`config.mk`:
```
export PLATFORM = sky130hd
export DESIGN_NAME = defer_poison_rf
export DESIGN_NICKNAME = d
export VERILOG_FILES = /design/src/rtl/defer_poison_pkg.sv /design/src/rtl/dp_regarray.sv /design/src/rtl/dp_ctrl.sv /design/src/rtl/dp_exc_reg.sv /design/src/rtl/defer_poison_rf.sv
export SDC_FILE = /design/constraint.sdc
export NUM_CORES = 2
export LEC_CHECK = 0
export BUFFER_PORTS_ARGS = -buffer_cell sky130_fd_sc_hd__buf_2
export CAP_MARGIN = 15
export CORE_MARGIN = 2
export CORE_UTILIZATION = 29
export CTS_CLUSTER_DIAMETER = 80
export CTS_CLUSTER_SIZE = 40
export DETAILED_ROUTE_END_ITERATION = 8
export PLACE_DENSITY_LB_ADDON = 0.3
export SYNTH_ARGS = -nofsm -noshare
export SYNTH_HDL_FRONTEND = slang
export SYNTH_HIERARCHICAL = 1
export SYNTH_SLANG_ARGS = --single-unit
```
`constraint.sdc`:
```
create_clock -name clk_i -period 8.9 [get_ports clk_i]
set_input_delay 1.78 -clock clk_i [delete_from_list [all_inputs] [get_ports clk_i]]
set_output_delay 1.78 -clock clk_i [all_outputs]
set_load 0.05 [all_outputs]
```
`src/rtl/defer_poison_pkg.sv`:
```
package defer_poison_pkg;
  typedef enum logic [1:0] {
    CAUSE_NONE  = 2'b00,
    CAUSE_DEFER = 2'b01,
    CAUSE_IMM   = 2'b10
  } exc_cause_e;
endpackage

```
`src/rtl/dp_regarray.sv`:
```
module dp_regarray #(
  parameter int NREGS = 32,
  parameter int XLEN  = 64,
  localparam int AW   = $clog2(NREGS)
) (
  input  logic            clk_i,
  input  logic            rst_ni,
  input  logic [AW-1:0]   ra1_i,
  input  logic [AW-1:0]   ra2_i,
  output logic [XLEN-1:0] rd1_o,
  output logic            rp1_o,
  output logic [XLEN-1:0] rd2_o,
  output logic            rp2_o,
  input  logic            we_i,
  input  logic [AW-1:0]   wa_i,
  input  logic [XLEN-1:0] wd_i,
  input  logic            wp_i
);
  logic [XLEN-1:0] data_arr [NREGS];
  logic            pois_arr [NREGS];

  assign data_arr[0] = '0;
  assign pois_arr[0] = 1'b0;

  for (genvar g = 1; g < NREGS; g++) begin : g_reg
    logic [XLEN-1:0] d_q;
    logic            p_q;
    always_ff @(posedge clk_i or negedge rst_ni) begin
      if (!rst_ni) begin
        d_q <= '0;
        p_q <= 1'b0;
      end else if (we_i && (wa_i == AW'(g))) begin
        d_q <= wd_i;
        p_q <= wp_i;
      end
    end
    assign data_arr[g] = d_q;
    assign pois_arr[g] = p_q;
  end

  assign rd1_o = data_arr[ra1_i];
  assign rp1_o = pois_arr[ra1_i];
  assign rd2_o = data_arr[ra2_i];
  assign rp2_o = pois_arr[ra2_i];

  assert_write_lands_R3: assert property (@(posedge clk_i) disable iff (!rst_ni)
    (we_i && wa_i != '0) |=> (data_arr[$past(wa_i)] == $past(wd_i)) && (pois_arr[$past(wa_i)] == $past(wp_i)));
  assert_zero_reg_R2: assert property (@(posedge clk_i) disable iff (!rst_ni)
    (data_arr[0] == '0) && !pois_arr[0]);
endmodule

```
`src/rtl/dp_ctrl.sv`:
```
module dp_ctrl
  import defer_poison_pkg::*;
#(
  parameter int NREGS = 32,
  localparam int AW   = $clog2(NREGS)
) (
  input  logic          clk_i,
  input  logic          rst_ni,
  input  logic          op_valid_i,
  input  logic          op_check_i,
  input  logic          spec_i,
  input  logic          fault_i,
  input  logic          fault_imm_i,
  input  logic          src1_use_i,
  input  logic          src2_use_i,
  input  logic [AW-1:0] rs1_i,
  input  logic [AW-1:0] rs2_i,
  input  logic [AW-1:0] rd_i,
  input  logic          we_i,
  input  logic          pois1_i,
  input  logic          pois2_i,
  output logic          wr_en_o,
  output logic          wr_pois_o,
  output logic          exc_d_o,
  output exc_cause_e    cause_d_o,
  output logic [AW-1:0] idx_d_o
);
  logic p1_used, p2_used, defer, imm;

  assign p1_used = src1_use_i & pois1_i;
  assign p2_used = src2_use_i & pois2_i;

  // check tests rs1 regardless of use enables
  assign defer = op_check_i ? pois1_i : (!spec_i && (p1_used || p2_used));
  assign imm   = !op_check_i && fault_i && (!spec_i || fault_imm_i);

  always_comb begin
    exc_d_o   = op_valid_i && (defer || imm);
    cause_d_o = CAUSE_NONE;
    idx_d_o   = '0;
    if (exc_d_o) begin
      if (defer) begin
        cause_d_o = CAUSE_DEFER;
        idx_d_o   = (op_check_i || p1_used) ? rs1_i : rs2_i;
      end else begin
        cause_d_o = CAUSE_IMM;
        idx_d_o   = rd_i;
      end
    end
  end

  assign wr_en_o   = op_valid_i && !op_check_i && we_i && (rd_i != '0) && !exc_d_o;
  assign wr_pois_o = spec_i && (fault_i || p1_used || p2_used);

  assert_trap_no_write_R6: assert property (@(posedge clk_i) disable iff (!rst_ni)
    exc_d_o |-> !wr_en_o);
  assert_check_no_write_R8: assert property (@(posedge clk_i) disable iff (!rst_ni)
    (op_valid_i && op_check_i) |-> !wr_en_o);
endmodule

```
`src/rtl/dp_exc_reg.sv`:
```
module dp_exc_reg
  import defer_poison_pkg::*;
#(
  parameter int NREGS = 32,
  localparam int AW   = $clog2(NREGS)
) (
  input  logic          clk_i,
  input  logic          rst_ni,
  input  logic          op_valid_i,
  input  logic          exc_d_i,
  input  exc_cause_e    cause_d_i,
  input  logic [AW-1:0] idx_d_i,
  output logic          exc_o,
  output logic [1:0]    cause_o,
  output logic [AW-1:0] idx_o
);
  always_ff @(posedge clk_i or negedge rst_ni) begin
    if (!rst_ni) begin
      exc_o   <= 1'b0;
      cause_o <= CAUSE_NONE;
      idx_o   <= '0;
    end else begin
      exc_o   <= exc_d_i;
      cause_o <= exc_d_i ? cause_d_i : CAUSE_NONE;
      idx_o   <= exc_d_i ? idx_d_i : '0;
    end
  end

  assert_pulse_follows_op_R10: assert property (@(posedge clk_i) disable iff (!rst_ni)
    exc_o |-> $past(op_valid_i));
  assert_cause_coherent_R10: assert property (@(posedge clk_i) disable iff (!rst_ni)
    $onehot0(cause_o) && (exc_o == (cause_o != 2'b00)));
endmodule

```
`src/rtl/defer_poison_rf.sv`:
```
module defer_poison_rf
  import defer_poison_pkg::*;
#(
  parameter int NREGS = 32,
  parameter int XLEN  = 64,
  localparam int AW   = $clog2(NREGS)
) (
  input  logic            clk_i,
  input  logic            rst_ni,
  input  logic            op_valid_i,
  input  logic            op_check_i,
  input  logic            spec_i,
  input  logic            fault_i,
  input  logic            fault_imm_i,
  input  logic            src1_use_i,
  input  logic            src2_use_i,
  input  logic [AW-1:0]   rs1_i,
  input  logic [AW-1:0]   rs2_i,
  input  logic [AW-1:0]   rd_i,
  input  logic            we_i,
  input  logic [XLEN-1:0] wdata_i,
  output logic [XLEN-1:0] rdata1_o,
  output logic            rpois1_o,
  output logic [XLEN-1:0] rdata2_o,
  output logic            rpois2_o,
  output logic            exc_o,
  output logic [1:0]      exc_cause_o,
  output logic [AW-1:0]   exc_idx_o
);
  logic          wr_en, wr_pois, exc_d;
  exc_cause_e    cause_d;
  logic [AW-1:0] idx_d;

  dp_regarray #(.NREGS(NREGS), .XLEN(XLEN)) u_regs (
    .clk_i (clk_i),
    .rst_ni(rst_ni),
    .ra1_i (rs1_i),
    .ra2_i (rs2_i),
    .rd1_o (rdata1_o),
    .rp1_o (rpois1_o),
    .rd2_o (rdata2_o),
    .rp2_o (rpois2_o),
    .we_i  (wr_en),
    .wa_i  (rd_i),
    .wd_i  (wdata_i),
    .wp_i  (wr_pois)
  );

  dp_ctrl #(.NREGS(NREGS)) u_ctrl (
    .clk_i      (clk_i),
    .rst_ni     (rst_ni),
    .op_valid_i (op_valid_i),
    .op_check_i (op_check_i),
    .spec_i     (spec_i),
    .fault_i    (fault_i),
    .fault_imm_i(fault_imm_i),
    .src1_use_i (src1_use_i),
    .src2_use_i (src2_use_i),
    .rs1_i      (rs1_i),
    .rs2_i      (rs2_i),
    .rd_i       (rd_i),
    .we_i       (we_i),
    .pois1_i    (rpois1_o),
    .pois2_i    (rpois2_o),
    .wr_en_o    (wr_en),
    .wr_pois_o  (wr_pois),
    .exc_d_o    (exc_d),
    .cause_d_o  (cause_d),
    .idx_d_o    (idx_d)
  );

  dp_exc_reg #(.NREGS(NREGS)) u_exc (
    .clk_i     (clk_i),
    .rst_ni    (rst_ni),
    .op_valid_i(op_valid_i),
    .exc_d_i   (exc_d),
    .cause_d_i (cause_d),
    .idx_d_i   (idx_d),
    .exc_o     (exc_o),
    .cause_o   (exc_cause_o),
    .idx_o     (exc_idx_o)
  );

  assert_spec_quiet_R5: assert property (@(posedge clk_i) disable iff (!rst_ni)
    (op_valid_i && !op_check_i && spec_i && !fault_imm_i) |=> !exc_o);
  assert_check_clean_R8: assert property (@(posedge clk_i) disable iff (!rst_ni)
    (op_valid_i && op_check_i && !rpois1_o) |=> !exc_o);
  assert_idle_quiet_R10: assert property (@(posedge clk_i) disable iff (!rst_ni)
    !op_valid_i |=> !exc_o);
endmodule

```
---- Word-level counts from Yosys, hierarchy flattened ----
Index checks and enable logic that the tools add are counted.
word-level totals
  register bits ........................... 2023
  latch bits .............................. 0
  memory bits (writable) .................. 0
  bits in read-only memories .............. 0
  input bits .............................. 89
  output and inout port bits .............. 138
  word-level logic and storage cells ...... 170
  memories ................................ 0
cells by class
  add/sub/neg operators ................... 0
  $mul .................................... 0
  divide/modulo/power cells ............... 0
  order comparisons ....................... 2
  equal/unequal tests ..................... 31
  shifts and indexed selects .............. 0
  multiplexer cells ....................... 18
  bitwise logic cells ..................... 4
  reduce and logical (&&, ||, !) cells .... 50
operators by type and width
  cell                                                                    count
  64-bit binary-select mux with 5-bit select                              2
  64-bit two-way mux                                                      4
  5-bit equality test (second input constant)                             16
  5-bit by 4-bit equality test with 1-bit output (second input constant)  8
  1-bit logical AND                                                       40
  5-bit by 3-bit equality test with 1-bit output (second input constant)  4
  5-bit two-way mux                                                       3
  6-bit greater-or-equal comparator (second input constant)               2
  5-bit NOT with 6-bit output                                             2
  1-bit binary-select mux with 5-bit select                               2
  5-bit by 2-bit equality test with 1-bit output (second input constant)  2
  1-bit logical OR                                                        6
  5-bit by 1-bit equality test with 1-bit output (second input constant)  1
  1-bit two-way mux                                                       5
  5-bit nonzero test                                                      1
  2-bit two-way mux                                                       2
  1-bit logical NOT                                                       3
  1-bit AND                                                               2

---- Logic depth before layout (Yosys ltp) ----
  depth in word-level cells ............... 13
  depth in mapped cells ................... 18
  depth with buffers taken out ............ 11

---- By module ----
The synthesis kept the hierarchy.
modules (own cells, without submodules)
  module       times used  cells an instance  area an instance (µm²)  seq. area each (µm²)
  dp_regarray  1           7337               107753.3                50423.4
  dp_ctrl      1           39                 269.0                   0.0
  dp_exc_reg   1           15                 244.0                   200.2

---- Worst setup path before layout ----
OpenSTA, ideal clock, no wires.
  path type ............................... input to register
  start ................................... input rs2_i[0]
  end ..................................... register u_regs.g_reg[3].d_q[13]
  setup time .............................. 0.125 ns
  data arrival time ....................... 6.100 ns
  required time ........................... 8.775 ns
  slack ................................... 2.675 ns
  stages on the path ...................... 18
  buffers on the path ..................... 7
  path through ............................ buf_4 buf_6 buf_6 buf_6 buf_6 mux2i_1 o22ai_1 a211oi_1 o31ai_1 nand2_1 o31ai_4 nor3_2 nand2b_1 nor3_1 nand3_1 clkbuf_1 buf_2 mux2_2
on the way
  word-level cells in the longest chain between the ends .. 13
ends and longest elaborated chain
  what                                                   RTL line               text
  start, declared                                        defer_poison_rf.sv:18  input logic [AW-1:0] rs2_i,
  5-bit NOT with 6-bit output (not written as such)      dp_regarray.sv:44      assign rp2_o = pois_arr[ra2_i];
  1-bit binary-select mux with 5-bit select              dp_regarray.sv:44
  1-bit two-way mux (not written as such) (2 in series)  dp_regarray.sv:44
  via rpois2_o                                           defer_poison_rf.sv:25  output logic rpois2_o,
  1-bit AND                                              dp_ctrl.sv:31          assign p2_used = src2_use_i & pois2_i;
  1-bit logical OR                                       dp_ctrl.sv:34          assign defer = op_check_i ? pois1_i : (!spec_i && (p1_used || p2_used));
  1-bit logical AND                                      dp_ctrl.sv:34
  1-bit two-way mux                                      dp_ctrl.sv:34
  1-bit logical OR                                       dp_ctrl.sv:38          exc_d_o = op_valid_i && (defer || imm);
  1-bit logical AND                                      dp_ctrl.sv:38
  1-bit logical NOT                                      dp_ctrl.sv:52          assign wr_en_o = op_valid_i && !op_check_i && we_i && (rd_i != '0) && !exc_d_o;
  1-bit logical AND                                      dp_ctrl.sv:52
  via wr_en                                              defer_poison_rf.sv:30  logic wr_en, wr_pois, exc_d;
  1-bit logical AND                                      dp_regarray.sv:32      end else if (we_i && (wa_i == AW'(g))) begin
  end signal, assigned                                   dp_regarray.sv:33      d_q <= wd_i;
  end, declared                                          dp_regarray.sv:26      logic [XLEN-1:0] d_q;
The timed path passes the listed nets, and every way through them passes these cells. The select of a mux whose other input is x is not followed.
A chain may end at the register's enable or synchronous reset.

---- Worst setup path in the final report ----
  start ................................... input rs2_i[0]
  end ..................................... output rdata2_o[61]
on the way
  word-level cells in the longest chain between the ends .. 4
ends and longest elaborated chain
  what                                                    RTL line               text
  5-bit NOT with 6-bit output (not written as such)       dp_regarray.sv:43      assign rd2_o = data_arr[ra2_i];
  64-bit binary-select mux with 5-bit select              dp_regarray.sv:43
  64-bit two-way mux (not written as such) (2 in series)  dp_regarray.sv:43
  end, declared                                           defer_poison_rf.sv:24  output logic [XLEN-1:0] rdata2_o,
No other way between the ends. The select of a mux whose other input is x is not followed.

==> run metrics <==
PwrDens=169 nW/um2; setup bufs post-CTS=0; IO Pins=227; Final Max Tran Viols=0; Initial DRC Count=5,699; synthesized area=approximately 110,000 um2; GRT overflow=0; CP Class=in2out; placed insts=around 12,000; CTS tree=done; Die Y=615 um; Cell Chain, Critical Path=buf_8 > buf_12 > buf_12 > mux4_2 > a22o_1 > o21ai_1 > o31ai_1 > buf_4 > buf_2; R2R setup slack=3.39 ns; Reg2Reg Depth=13; wire per inst=31.4 um; Fin. Hold Viols=0; post-route ant nets=0; initial antenna violation count=43; syn avg cell area=roughly 15 um2; gr usage total=around 20%; # DRC=0; worst slew pin tran=around 1.3 ns; clock share of power=32.8%; post-synth cell types=36; WP buf/inv=5; total wire length=382,000 um; FF-to-FF Start=u_regs/g_reg[27].p_q$_DFFE_PN0P_; First-pass DRT Iterations=5; Max Root-Sink Buffers=3; worst hold endpoint=u_regs/g_reg[14].d_q[35]$_DFFE_PN0P_; NetSw=~6.0 mW; DIE AREA=between 300,000 and 400,000 um2; Post-Syn Instances=roughly 7,400; Max-slew headroom=between 10 and 15%; gpl congestion=0.787; Skew-Pair Late Insertion Delay=0.82 ns; drt via density=5.66; Internal=14.1 mW; Period minus WS final=7.10 ns; area delta synth->final=9.68%; most common cell in the netlist=mux2_2; number of synthesized flops with an enable pin=0; number of register bits inferred by synthesis=2,023; LEAKAGE=53.3 nW; Main synth FF type=dfrtp_1; core area=372,000 um2; switching fraction of total power=roughly 30%; Comb pwr share=between 10% and 20%; Max-Cap Viols=0; CTS Buf Count=~120; Ys Warns=6; unrepaired setup endpoints after global routing=no; worst hold path class=reg2reg; Arr. time, crit path=5.32 ns; kind of start point of the critical path=input port; first-pass GRT wire length=~550,000 um; vias in the first global route=73,088; top cell type's share of synthesized area=46.8%; largest stage delay on the critical path=0.60 ns; commonest cells in the netlist=2,145 x mux2_2, 2,023 x dfrtp_1, 780 x mux4_2, 439 x clkbuf_1, 390 x a22o_1; pin count of the biggest net entering global routing=194; Critical Path RT=7.12 ns; Fmax=141 MHz; outcome=finished clean; final net count=roughly 7,000; synth top area cells=dfrtp_1 47%, mux2_2 22%, mux4_2 16%; slowest cell on the critical path=mux4_2; Synth Net Count=7,480; share of cells above drive strength 1=between 50% and 60%; sequential area share after synthesis=46.8%; Worst Skew=0.0562 ns; met1 wire length=157,000 um; Flop pwr share=51.6%; met3 WL post-DR=21,400 um; Die Wd=615 um; Crit path max-delay family=buffers and inverters; # rows=224; I/O Buffers=between 200 and 250; CTS clk-pin slew, worst paths=0.07 ns; Initial Utilization=about 29%; setup violators final=0; H-tree Lvls=3; cts hold-fix bufs=0; CTS root buffer=clkbuf_16; worst ir drop on vdd=168 uV; DPL Wire Length=217,000 um; setup TNS=0 ns; critical path endpoint category=output pin; Crit Path Max Fanout=84; Sink Count=2,023; WL met2=~190,000 um; top sig layer=met5; FFs w/ async S/R, synth=100%; Hold Path Origin=u_regs/g_reg[14].d_q[35]$_DFFE_PN0P_; Via Count=just under 70,000; Yosys top cell by area=dfrtp_1; cts repair resizes=0; Worst Hold Depth=1; post-route clock period utilization=79.7%; non-filler cells, final=12,165; crit-path most repeated cell=buf_12; Crit Reg-Reg Endpoint=u_regs/g_reg[5].d_q[40]$_DFFE_PN0P_
==> metrics by stage <==
step / util (%) / hold WS, ns / setup WS, ns / cell area, um2 / power, mW
after floorplan: - / 0.491 / 2.68 / 108000 / 12.6
after global placement: 30.8 / 0.500 / 1.19 / 114000 / 13.6
after detailed placement: 30.8 / 0.508 / 1.22 / 114000 / 13.7
after CTS: 31.9 / 0.533 / 1.71 / 119000 / 20.3
after global routing: 31.9 / 0.544 / 1.62 / 119000 / 20.9
final: 31.9 / 0.530 / 1.80 / 119000 / 20.1
==> layer usage <==
metal,track usage [%],up-vias
li1,-,27930
met5,0,-
met4,7.02,16
met1,25.4,37867
met3,3.17,667
met2,33.7,2340
==> power groups by stage <==
stage          Combinational (mW)  Sequential [mW]  Clock [mW]
2_1_floorplan                2.21             10.3           0
3_3_place_gp                 3.11             10.5           0
3_5_place_dp                 3.17             10.5           0
4_1_cts                      3.17             10.4        6.79
5_1_grt                      3.34             10.5        7.10
6_report                     3.15             10.4        6.59
==> cells in the final DEF, fill, tap and decap left out, types with 4 or more instances in the layout <==
master      instances
buf_2             215
inv_16              7
nor2_4             14
clkinv_8           14
inv_6              17
clkinvlp_4         10
buf_8               5
buf_4             118
o21ai_1           130
a211oi_1          130
inv_8              18
nand2_4            13
nand2b_1            4
o22ai_1           130
mux2i_1           330
clkinv_2            6
o31ai_1           127
diode_2             8
and3_1             71
mux2_2           2145
dfrtp_1          2023
nor3_2              5
nor2b_1             5
a22o_1            390
and2_1             73
a31oi_1             5
nor2b_4             8
clkbuf_16         120
clkbuf_8            9
buf_12             72
clkinv_4            5
mux4_2            780
nand2_1           138
inv_12              9
==> how the worst max path moves through the flow <==
stage | startpoint | end | slack (ns) | cells after the start
3_5_place_dp | rs1_i[0] | u_regs/g_reg[5].d_q[48]$_DFFE_PN0P_ | 1.22 | 15
5_1_grt | rs2_i[0] | rdata2_o[5] | 1.62 | 8
2_1_floorplan | rs2_i[0] | u_regs/g_reg[3].d_q[13]$_DFFE_PN0P_ | 2.68 | 18
4_1_cts | rs2_i[0] | rdata2_o[49] | 1.71 | 7
6_report | rs2_i[0] | rdata2_o[61] | 1.80 | 9
3_3_place_gp | rs1_i[0] | u_regs/g_reg[5].d_q[51]$_DFFE_PN0P_ | 1.19 | 15
==> layout make-up <==
cell class,instances,area (um2)
fillers,36442,253000
multi-input cells,4525,54100
flip-flops and latches,2023,50600
well taps,4972,6220
repair buffers,415,3540
clock buffers,130,3110
clock inverters,90,1160
diodes,8,20.0
inverters,2,15.0
==> worst register-to-register path, cell delays in order (launching register included) <==
cell and delay, ns:
dfrtp_1 0.41, mux4_2 0.47, a22o_1 0.25, o21ai_1 0.23, o31ai_1 0.23, buf_4 0.23, o21ai_2 0.08, o31ai_4 0.17
nor3_2 0.51, nand2b_1 0.18, nor3b_1 0.90, nand2_4 0.85, buf_4 0.58, mux2_2 0.30
==> registers in the layout, indices dropped and copies added (netlist names) <==
signal,cells
u_regs/g.d_q,1984
u_exc/idx_o,5
u_exc/cause_o,2
u_regs/g.p_q,31
u_exc/exc_o,1
==> cell families (layout without fill, tap and decap cells) <==
| group | count (synthesis) | count (layout) | synth area share (%) |
|---|---|---|---|
| multiplexers | 3255 | 3255 | 41.6 |
| other | 0 | 8 | 0 |
| flip-flops | 2023 | 2023 | 46.8 |
| AO/OA/AOI/OAI | 923 | 923 | 6.40 |
| AND/OR/NAND/NOR | 347 | 347 | 1.63 |
| buffers and inverters | 843 | 637 | 3.62 |
Note: power is estimated with default switching activity, not from simulation.
